$ cat src/rtl/dacc_pkg.sv
package dacc_pkg;
    typedef enum logic [3:0] {
        OP_WRITE      = 4'b0000,
        OP_UPDATE     = 4'b0001,
        OP_WRITE_ALLU = 4'b0010,
        OP_WRITE_UPD  = 4'b0011,
        OP_SLEEP      = 4'b0100,
        OP_SLEEP_ALL  = 4'b0101,
        OP_REF_INT    = 4'b0110,
        OP_REF_EXT    = 4'b0111
    } op_e;

    typedef enum logic {
        PW_RUN,
        PW_SETTLE
    } pw_state_e;

    localparam logic [3:0] SEL_ALL = 4'hF;
endpackage

$ cat src/rtl/dacc_load_sync.sv
module dacc_load_sync (
    input  logic clk,
    input  logic rst_n,
    input  logic load_n,
    output logic strobe
);
    logic s1, s2, s3;

    always_ff @(posedge clk) begin
        if (!rst_n) begin
            s1 <= 1'b1;
            s2 <= 1'b1;
            s3 <= 1'b1;
        end else begin
            s1 <= load_n;
            s2 <= s1;
            s3 <= s2;
        end
    end

    // one pulse per falling edge of the synchronized pin
    assign strobe = s3 & ~s2;

    a_r9_single_pulse: assert property (@(posedge clk) disable iff (!rst_n)
        strobe |=> !strobe);
endmodule

$ cat src/rtl/dacc_decode.sv
module dacc_decode
    import dacc_pkg::*;
#(
    parameter int NCH = 8
) (
    input  logic           valid,
    input  logic [3:0]     op,
    input  logic [3:0]     sel,
    output logic [NCH-1:0] wr_mask,
    output logic [NCH-1:0] upd_mask,
    output logic [NCH-1:0] pd_mask,
    output logic           pd_all,
    output logic           ref_int,
    output logic           ref_ext
);
    logic [NCH-1:0] chan;

    // 0..NCH-1 pick one channel, 15 picks all, the rest pick none
    always_comb begin
        chan = '0;
        for (int i = 0; i < NCH; i++)
            if (sel == 4'(i)) chan[i] = 1'b1;
        if (sel == SEL_ALL) chan = '1;
    end

    always_comb begin
        wr_mask  = '0;
        upd_mask = '0;
        pd_mask  = '0;
        pd_all   = 1'b0;
        ref_int  = 1'b0;
        ref_ext  = 1'b0;
        if (valid) begin
            unique case (op)
                OP_WRITE:      wr_mask = chan;
                OP_UPDATE:     upd_mask = chan;
                OP_WRITE_ALLU: begin wr_mask = chan; upd_mask = '1; end
                OP_WRITE_UPD:  begin wr_mask = chan; upd_mask = chan; end
                OP_SLEEP:      pd_mask = chan;
                OP_SLEEP_ALL:  pd_all = 1'b1;
                OP_REF_INT:    ref_int = 1'b1;
                OP_REF_EXT:    ref_ext = 1'b1;
                default:       ; // upper op codes do nothing
            endcase
        end
    end
endmodule

$ cat src/rtl/dacc_regbank.sv
module dacc_regbank #(
    parameter int NCH = 8,
    parameter int DW  = 16
) (
    input  logic              clk,
    input  logic              rst_n,
    input  logic [NCH-1:0]    wr_mask,
    input  logic [NCH-1:0]    upd_mask,
    input  logic [DW-1:0]     data,
    output logic [NCH*DW-1:0] dac_flat
);
    logic [NCH*DW-1:0] in_flat;

    for (genvar g = 0; g < NCH; g++) begin : g_ch
        logic [DW-1:0] in_q, dac_q, in_next;

        // an update in the same cycle sees the freshly written word
        assign in_next = wr_mask[g] ? data : in_q;

        always_ff @(posedge clk) begin
            if (!rst_n) begin
                in_q  <= '0;
                dac_q <= '0;
            end else begin
                in_q <= in_next;
                if (upd_mask[g]) dac_q <= in_next;
            end
        end

        assign dac_flat[g*DW +: DW] = dac_q;
        assign in_flat[g*DW +: DW]  = in_q;
    end

    // without an update the DAC registers hold, whatever the power state
    a_r5_dac_hold: assert property (@(posedge clk) disable iff (!rst_n)
        (upd_mask == '0) |=> $stable(dac_flat));
    a_r1_input_hold: assert property (@(posedge clk) disable iff (!rst_n)
        (wr_mask == '0) |=> $stable(in_flat));
endmodule

$ cat src/rtl/dacc_power.sv
module dacc_power
    import dacc_pkg::*;
#(
    parameter int NCH          = 8,
    parameter int CLK_MHZ      = 250,
    parameter int WAKE_US      = 12,
    parameter int WAKE_CHIP_US = 14
) (
    input  logic           clk,
    input  logic           rst_n,
    input  logic [NCH-1:0] upd_mask,
    input  logic [NCH-1:0] pd_mask,
    input  logic           pd_all,
    input  logic           ref_int,
    input  logic           ref_ext,
    output logic [NCH-1:0] ch_en,
    output logic           ref_en,
    output logic           busy
);
    localparam int SHORT_CYC = CLK_MHZ * WAKE_US;
    localparam int LONG_CYC  = CLK_MHZ * WAKE_CHIP_US;
    localparam int CW        = $clog2(LONG_CYC + 1);

    pw_state_e      state_q, state_d;
    logic [CW-1:0]  cnt_q, cnt_d;
    logic [NCH-1:0] pd_q, pd_d;
    logic           sel_int_q, sel_int_d;
    logic           chip_off_q, chip_off_d;
    logic           wake, all_asleep;

    // updates wake channels, a power-down in the same cycle wins
    always_comb begin
        pd_d = (pd_q & ~upd_mask) | pd_mask | {NCH{pd_all}};
        wake = |(pd_q & ~pd_d);
        all_asleep = (&pd_q) & ~ref_en;
    end

    // reference selection and the "turned off by full power-down" marker
    always_comb begin
        sel_int_d = sel_int_q;
        if (ref_int) sel_int_d = 1'b1;
        else if (ref_ext) sel_int_d = 1'b0;
        chip_off_d = chip_off_q;
        if (pd_all) chip_off_d = 1'b1;
        else if (ref_int || ref_ext || (|upd_mask)) chip_off_d = 1'b0;
    end

    // Settle timer: wake, rewake, expire, hold
    always_comb begin
        state_d = state_q;
        cnt_d   = cnt_q;
        unique case (state_q)
            PW_RUN: begin
                if (wake) begin
                    state_d = PW_SETTLE;
                    cnt_d   = all_asleep ? CW'(LONG_CYC - 1) : CW'(SHORT_CYC - 1);
                end
            end
            PW_SETTLE: begin
                if (wake) begin
                    cnt_d = all_asleep ? CW'(LONG_CYC - 1) : CW'(SHORT_CYC - 1);
                end else if (cnt_q == '0) begin
                    state_d = PW_RUN;
                end else begin
                    cnt_d = cnt_q - 1'b1;
                end
            end
            default: state_d = PW_RUN;
        endcase
    end

    always_ff @(posedge clk) begin
        if (!rst_n) begin
            state_q    <= PW_RUN;
            cnt_q      <= '0;
            pd_q       <= '0;
            sel_int_q  <= 1'b1;
            chip_off_q <= 1'b0;
        end else begin
            state_q    <= state_d;
            cnt_q      <= cnt_d;
            pd_q       <= pd_d;
            sel_int_q  <= sel_int_d;
            chip_off_q <= chip_off_d;
        end
    end

    always_comb begin
        ch_en  = ~pd_q;
        ref_en = sel_int_q & ~chip_off_q;
        busy   = (state_q == PW_SETTLE);
    end

    a_r5_sleep_clears: assert property (@(posedge clk) disable iff (!rst_n)
        (pd_mask != '0) |=> ((ch_en & $past(pd_mask)) == '0));
    a_r6_all_off: assert property (@(posedge clk) disable iff (!rst_n)
        pd_all |=> (ch_en == '0) && !ref_en);
    a_r7_ext_off: assert property (@(posedge clk) disable iff (!rst_n)
        ref_ext |=> !ref_en);
    a_r8_wake_busy: assert property (@(posedge clk) disable iff (!rst_n)
        wake |=> busy);
    a_r8_busy_holds: assert property (@(posedge clk) disable iff (!rst_n)
        (busy && cnt_q != '0) |=> busy);
endmodule

$ cat src/rtl/dac_ctrl_core.sv
module dac_ctrl_core #(
    parameter int NCH          = 8,
    parameter int DW           = 16,
    parameter int CLK_MHZ      = 250,
    parameter int WAKE_US      = 12,
    parameter int WAKE_CHIP_US = 14
) (
    input  logic              clk,
    input  logic              rst_n,
    input  logic              cmd_valid,
    input  logic [3:0]        cmd_op,
    input  logic [3:0]        cmd_sel,
    input  logic [DW-1:0]     cmd_data,
    input  logic              load_n,
    output logic [NCH*DW-1:0] dac_val,
    output logic [NCH-1:0]    ch_en,
    output logic              ref_en,
    output logic              busy
);
    logic           ld_strobe;
    logic [NCH-1:0] wr_mask, cmd_upd, upd_mask, pd_mask;
    logic           pd_all, ref_int, ref_ext;

    dacc_load_sync u_sync (
        .clk(clk), .rst_n(rst_n), .load_n(load_n), .strobe(ld_strobe)
    );

    dacc_decode #(.NCH(NCH)) u_dec (
        .valid(cmd_valid), .op(cmd_op), .sel(cmd_sel),
        .wr_mask(wr_mask), .upd_mask(cmd_upd), .pd_mask(pd_mask),
        .pd_all(pd_all), .ref_int(ref_int), .ref_ext(ref_ext)
    );

    // the load strobe behaves as a software update of every channel
    assign upd_mask = cmd_upd | {NCH{ld_strobe}};

    dacc_regbank #(.NCH(NCH), .DW(DW)) u_regs (
        .clk(clk), .rst_n(rst_n), .wr_mask(wr_mask), .upd_mask(upd_mask),
        .data(cmd_data), .dac_flat(dac_val)
    );

    dacc_power #(
        .NCH(NCH), .CLK_MHZ(CLK_MHZ), .WAKE_US(WAKE_US), .WAKE_CHIP_US(WAKE_CHIP_US)
    ) u_pwr (
        .clk(clk), .rst_n(rst_n), .upd_mask(upd_mask), .pd_mask(pd_mask),
        .pd_all(pd_all), .ref_int(ref_int), .ref_ext(ref_ext),
        .ch_en(ch_en), .ref_en(ref_en), .busy(busy)
    );
endmodule

$ cat config.mk
export PLATFORM = sky130hd
export DESIGN_NAME = dac_ctrl_core
export DESIGN_NICKNAME = d
export VERILOG_FILES = /design/src/rtl/dacc_pkg.sv /design/src/rtl/dacc_load_sync.sv /design/src/rtl/dacc_decode.sv /design/src/rtl/dacc_regbank.sv /design/src/rtl/dacc_power.sv /design/src/rtl/dac_ctrl_core.sv
export SDC_FILE = /design/constraint.sdc
export NUM_CORES = 1
export LEC_CHECK = 0
export ABC_AREA = 1
export CAP_MARGIN = 20
export CORE_MARGIN = 4
export CORE_UTILIZATION = 35
export DETAILED_ROUTE_END_ITERATION = 8
export PLACE_DENSITY = 0.57
export SYNTH_ARGS = -nofsm -noshare
export SYNTH_HDL_FRONTEND = slang
export SYNTH_SLANG_ARGS = --single-unit
$ cat constraint.sdc
create_clock -name clk -period 5.23 [get_ports clk]
set_input_delay 1.046 -clock clk [delete_from_list [all_inputs] [get_ports clk]]
set_output_delay 1.046 -clock clk [all_outputs]
set_load 0.05 [all_outputs]
Yosys cells after proc, flatten, opt, wreduce, memory -nomap -nowiden:

Cells that the tools add are included.

* output and inout bits: 138
* logic and storage cells: 111
* register bits after elaboration: 282
* input bits: 28

* bitwise operators: 16
* add/subtract/negate cells: 1
* equality and inequality tests: 17
* mux-type cells: 40
* reductions and logical operators: 13

Operators with widths (count)
* $mux 16: 8
* $mux 8: 6
* $mux 12: 3
* $eq 4x3->1 const B: 8
* $not 8->8: 3
* $or 8x8->8: 3
* $pmux 12 s2: 1
* $mux 1: 19
* $and 8x8->8: 2
* $eq 4x2->1 const B: 4
* $pmux 8 s2: 1
* $reduce_or 8->1: 2
* $logic_not 12->1: 1
* $sub 12x1->12 const B: 1
* $mux 11: 1
* $eq 4x1->1 const B: 2
* $logic_not 4->1: 2
* $reduce_and 8->1: 1
* $not 1->1: 5
* $eq 4x4->1 const B: 1
* $reduce_or 2->1: 2
* $and 1x1->1: 3
* $ne 3x3->1 const B: 1
* $reduce_or 3->1: 1
* other kinds (5): 6

Longest topological paths before layout:

* depth in word-level cells: 15
* depth in mapped cells: 16

Hierarchy:

A second synthesis with hierarchy kept.

* cells, all modules: 1687
* area total of the unflattened synthesis: 11807.6 um^2

By module, submodules not included
* dacc_regbank: instances 1, area an instance 9963.3 um^2, cells each 1381
* dacc_power: instances 1, area an instance 1308.8 um^2, cells each 196
* dacc_decode: instances 1, area an instance 381.6 um^2, cells each 82
* dacc_load_sync: instances 1, area an instance 90.1 um^2, cells each 11
* dac_ctrl_core: instances 1, area an instance 63.8 um^2, cells each 17

Least setup slack after synthesis:

No wires, ideal clock.

* path type: input -> register
* from: in cmd_valid
* to: reg u_pwr.cnt_q[2]
* cell stages on the path: 12
* required time: 5117 ps
* path buffers: 1
* library setup time: 113 ps
* arrival time: 2319 ps
* slack: 2798 ps
* cells stage by stage: buf_4 -> nand3_4 -> nor2_4 -> o21ai_0 -> nand3_2 -> nand2_4 -> nor2_8 -> nand3_4 -> nand2_2 -> nand2_2 -> o21ai_1 -> inv_1

* longest elaborated chain between the ends: 11

RTL lines
* start, declared: line dac_ctrl_core.sv:10 `input logic cmd_valid,`
* $mux 8: line dacc_decode.sv:33 `if (valid) begin`
* $or 8x8->8: line dac_ctrl_core.sv:35 `assign upd_mask = cmd_upd | {NCH{ld_strobe}};`
* $not 8->8: line dacc_power.sv:33 `pd_d = (pd_q & ~upd_mask) | pd_mask | {NCH{pd_all}};`
* $and 8x8->8: line dacc_power.sv:33
* $or 8x8->8: line dacc_power.sv:33
* $or 8x8->8 *: line dacc_power.sv:33
* $not 8->8 *: line dacc_power.sv:34 `wake = |(pd_q & ~pd_d);`
* $and 8x8->8 *: line dacc_power.sv:34
* $reduce_or 8->1 *: line dacc_power.sv:34
* $mux 12 (tied with other cells): line dacc_power.sv:60 `if (wake) begin`
* $pmux 12 s2 / $reduce_and 2->1 (equally long branches)
* end signal, assigned: line dacc_power.sv:81 `cnt_q <= cnt_d;`
* end, declared: line dacc_power.sv:25 `logic [CW-1:0] cnt_q, cnt_d;`

Every way passes the cells marked *; elsewhere a longest branch is shown, timed or not.
A chain may end at the register's enable or synchronous reset.

Final worst setup path:

* from: in cmd_valid
* to: reg u_regs.g_ch[3].dac_q[10]

* longest elaborated chain between the ends: 2

RTL lines
* $mux 8: line dacc_decode.sv:33
* $mux 16 / $or 8x8->8 (equally long branches): line dacc_regbank.sv:18, dac_ctrl_core.sv:35
* end signal, assigned: line dacc_regbank.sv:26 `if (upd_mask[g]) dac_q <= in_next;`
* end, declared: line dacc_regbank.sv:15 `logic [DW-1:0] in_q, dac_q, in_next;`

Parallel ways exist; a longest one is shown, timed or not.

==> summary.txt <==
Min path
  – Hold Path Stages: 1
  – Hold Crit Start: u_sync.s1$_SDFF_PN1_
  – Worst hold path class: reg2reg
  – WHS Endpoint: u_sync.s2$_SDFF_PN1_

Detailed routing
  – Final WL: around 30000 µm
  – Wire per inst: around 17 µm
  – Vias: between 8000 and 9000
  – Post-route ant nets: 0
  – Drt pass-1 iters: 4
  – DRC violations left: 0
  – Initial DRC Count: roughly 720
  – Via/cell ratio: ~4.9

Critical path
  – Setup Crit Path Kind: in2reg
  – CP endpoint kind: register
  – CP required: approximately 5.6 ns
  – Crit path largest cell delay: approximately 0.79 ns
  – Reg2Reg Setup Slack: 3.11 ns
  – Critical Path Source Type: primary input
  – Slowest CP cell: clkdlybuf4s50_1
  – Reg2reg start: u_sync.s2$_SDFF_PN1_
  – Worst-path cell chain: clkdlybuf4s50_1 > nand2_1 > nor2_2 > nand2_1 > a21oi_1 > a21oi_1
  – Worst path arrival time: around 3.6 ns
  – Reg-to-reg endpoint: u_pwr.cnt_q[9]$_SDFFE_PN0P_
  – Worst reg-to-reg path cell count: 11
  – Peak fanout along the critical path: 31

Status
  – Status: finished clean

Layout
  – Final #Nets: about 1400
  – Final core utilization: between 40% and 50%
  – Fraction of layout cells with a size suffix above 1: under 10%
  – Area Growth Syn to Fin: 29.0%
  – Ant diodes: 0

Clock network
  – Root Buffer: clkbuf_16
  – Sink Count: 282
  – H-tree lvl count: 1
  – Clock Pin Slew Worst Setup and Hold Paths: 0.06 ns
  – Clock latency on the worst-skew pair: roughly 0.54 ns
  – Postcts setup bufs: 0
  – CTS tree: done
  – CTS Hold Buffers Added: 0
  – Clock Tree Buf Depth: 3
  – Num CTS Buffers: 29
  – Post-cts resize count: 0

Synthesis
  – Synth Cell Area: roughly 10000 µm²
  – Number of synthesized flops with an enable pin: 0
  – Post-synth ARST share: 0%
  – Area share of xor/xnor cells in the synthesized design: 0.768%
  – Syn_nets: 1278
  – Mux share of post-synthesis cell area: less than 1%
  – Avg Cell Area, Syn: ~8.2 µm²
  – Largest family of logic cells by synthesized area: compound AO/OA/AOI/OAI gates
  – Synthesized instance count: about 1200
  – Post-synthesis sequential area ratio: 55.0%
  – Post-synthesis register bit count: 282
  – Post-synthesis compound-gate area fraction: ~20%
  – Cell variety after synth: 33
  – YS warnings: 0
  – Dominant synthesized flop cell: dfxtp_1
  – Post-Synth Adder-Cell Area: 0.122%
  – Synth Area in Simple Gates: between 15 and 20%

STA
  – Final min period: ~3.2 ns
  – Worst slew pin tran: 1.09 ns
  – Slew Limit Headroom: 27.4%
  – Final Max Slew Viols: 0
  – Period utilization: roughly 60%
  – Post-route setup TNS: 0 ns
  – Hold Fails Final Rpt: 0
  – Clock Skews: just under 0.01 ns
  – RSZ-0062 raised after global routing: no
  – Final setup fails: 0
  – Fmax: about 320 MHz

Floorplanning
  – Die Wd: ~180 µm
  – Starting density of the core: about 36%
  – Io pins: 166
  – Row count: 62
  – CORE AREA: between 20000 and 30000 µm²
  – Die area: roughly 32000 µm²
  – Die Span Y: about 180 µm

Power and ir drop
  – Static Leakage: 0.00534 µW
  – Peak VDD IR: 180 µV
  – Total power draw: roughly 5200 µW
  – Pwr/cell area: just under 400 nW/µm²

Global routing
  – First-pass GRT wire length: 47100 µm
  – Largest net degree at the start of global routing: between 100 and 150
  – GRT busiest layer: met2
  – Gr ovfl total: 0
  – Vias in the first global route: between 8000 and 9000
  – Total GRT Usage: between 10% and 20%
  – Met2 Use GR: 28.8%
  – Initial antenna violation count: 1
  – Routing usage on met3: roughly 3.5%
  – Met1 Use GR: between 20% and 30%

Placed design
  – GPL Wtd Cong: 0.907
  – Post-DP HPWL: 18800 µm
  – PortBufs: 165

Job
  – Max cap viols: 0
cells by family (layout without fill, tap and decap cells):
| family | count (synthesis) | after routing |
|---|---|---|
| AOI/OAI and AO/OA | 410 | 410 |
| xor gates and xnor gates | 9 | 9 |
| adders and majority gates | 1 | 1 |
| buffers and inverters | 137 | 279 |
| muxes | 8 | 8 |
| DFF | 282 | 282 |
| and+or+nand+nor | 402 | 402 |
synth_stat cells, types with 4 or more instances:
| master | n | area share, % |
|---|---|---|
| inv_1 | 49 | 1.8 |
| o21ai_0 | 136 | 6.6 |
| mux2i_1 | 8 | 0.78 |
| inv_2 | 7 | 0.26 |
| nand2_4 | 10 | 1.1 |
| nand3_2 | 6 | 0.59 |
| nand3_1 | 17 | 0.83 |
| dfxtp_1 | 282 | 55 |
| nor2_1 | 270 | 9.9 |
| o21ai_1 | 6 | 0.29 |
| a21oi_1 | 264 | 13 |
| nor3_1 | 4 | 0.20 |
| clkbuf_1 | 79 | 2.9 |
| nand2_1 | 59 | 2.2 |
| nand2_2 | 15 | 0.91 |
| xor2_1 | 7 | 0.60 |
worst max-delay path, delay by kind of cell:
kind,cells,cell delay [ns]
compound gates,2,0.59
buf+inv,1,0.79
simple gates,3,1.12
placed cells by master (no fill, tap or decap), drive strengths merged:
master / instances
dfxtp: 282
nor2: 277
a21oi: 264
clkdlybuf4s50: 164
o21ai: 142
nand2: 84
inv: 57
clkbuf: 39
nand3: 26
mux2i: 8
xor2: 7
bufinv: 6
buf: 6
clkinv: 5
nor3: 4
nand4: 4
nor4: 2
o211ai: 2
xnor2: 2
or2: 2
clkinvlp: 2
o311ai: 1
nor3b: 1
nand3b: 1
a211oi: 1
nor4b: 1
ha: 1
area by class of cell:
type	instances	area, µm²
well taps	384	480
repair buffers	170	1730
inverters	56	213
clock buffers	39	843
multi-input cells	830	4090
flip-flops and latches	282	5650
clock inverters	14	233
fillers	2834	15500
routing by layer:
| metal | wire, µm | up-vias |
|---|---|---|
| met2 | 13400 | 227 |
| met4 | 895 | 2 |
| met5 | 20 | - |
| met3 | 1650 | 42 |
| li1 | - | 4385 |
| met1 | 14400 | 3972 |
stage by stage:
| stage | hold slack, ns | std cells | instance area, µm² | setup WS (ns) |
|---|---|---|---|---|
| 6_report | 0.420 | 1775 | 13200 | 2.07 |
| 3_3_place_gp | 0.404 | 1720 | 12100 | 1.56 |
| 2_1_floorplan | 0.393 | 1249 | 10300 | 2.80 |
| 3_5_place_dp | 0.398 | 1720 | 12100 | 1.51 |
| 5_1_grt | 0.443 | 1775 | 13200 | 1.87 |
| 4_1_cts | 0.422 | 1773 | 13200 | 2.09 |
worst max path at each step:
stage / to / startpoint / depth (start not counted)
after floorplan: u_pwr.cnt_q[2]$_SDFFE_PN0P_ / cmd_valid / 12
after global placement: u_regs.g_ch[6].dac_q[3]$_SDFFE_PN0P_ / cmd_valid / 6
after detailed placement: u_regs.g_ch[5].dac_q[3]$_SDFFE_PN0P_ / cmd_valid / 6
after CTS: u_regs.g_ch[5].dac_q[1]$_SDFFE_PN0P_ / cmd_valid / 6
after global routing: u_regs.g_ch[0].dac_q[4]$_SDFFE_PN0P_ / cmd_valid / 7
final: u_regs.g_ch[3].dac_q[10]$_SDFFE_PN0P_ / cmd_valid / 6
flip-flops by register name, summed over array words and instances (netlist names), 8 cells and up:
register / cells
u_pwr.cnt_q: 12
u_pwr.pd_q: 8
u_regs.g_ch.dac_q: 128
u_regs.g_ch.in_q: 128
power by group:
group	internal (µW)	leakage, µW	switching, µW
Clock	1420	0.000527	859
Sequential	2220	0.00229	46.6
Combinational	187	0.00252	457
Total	3840	0.00534	1360
(Power assumes the default switching activity.)
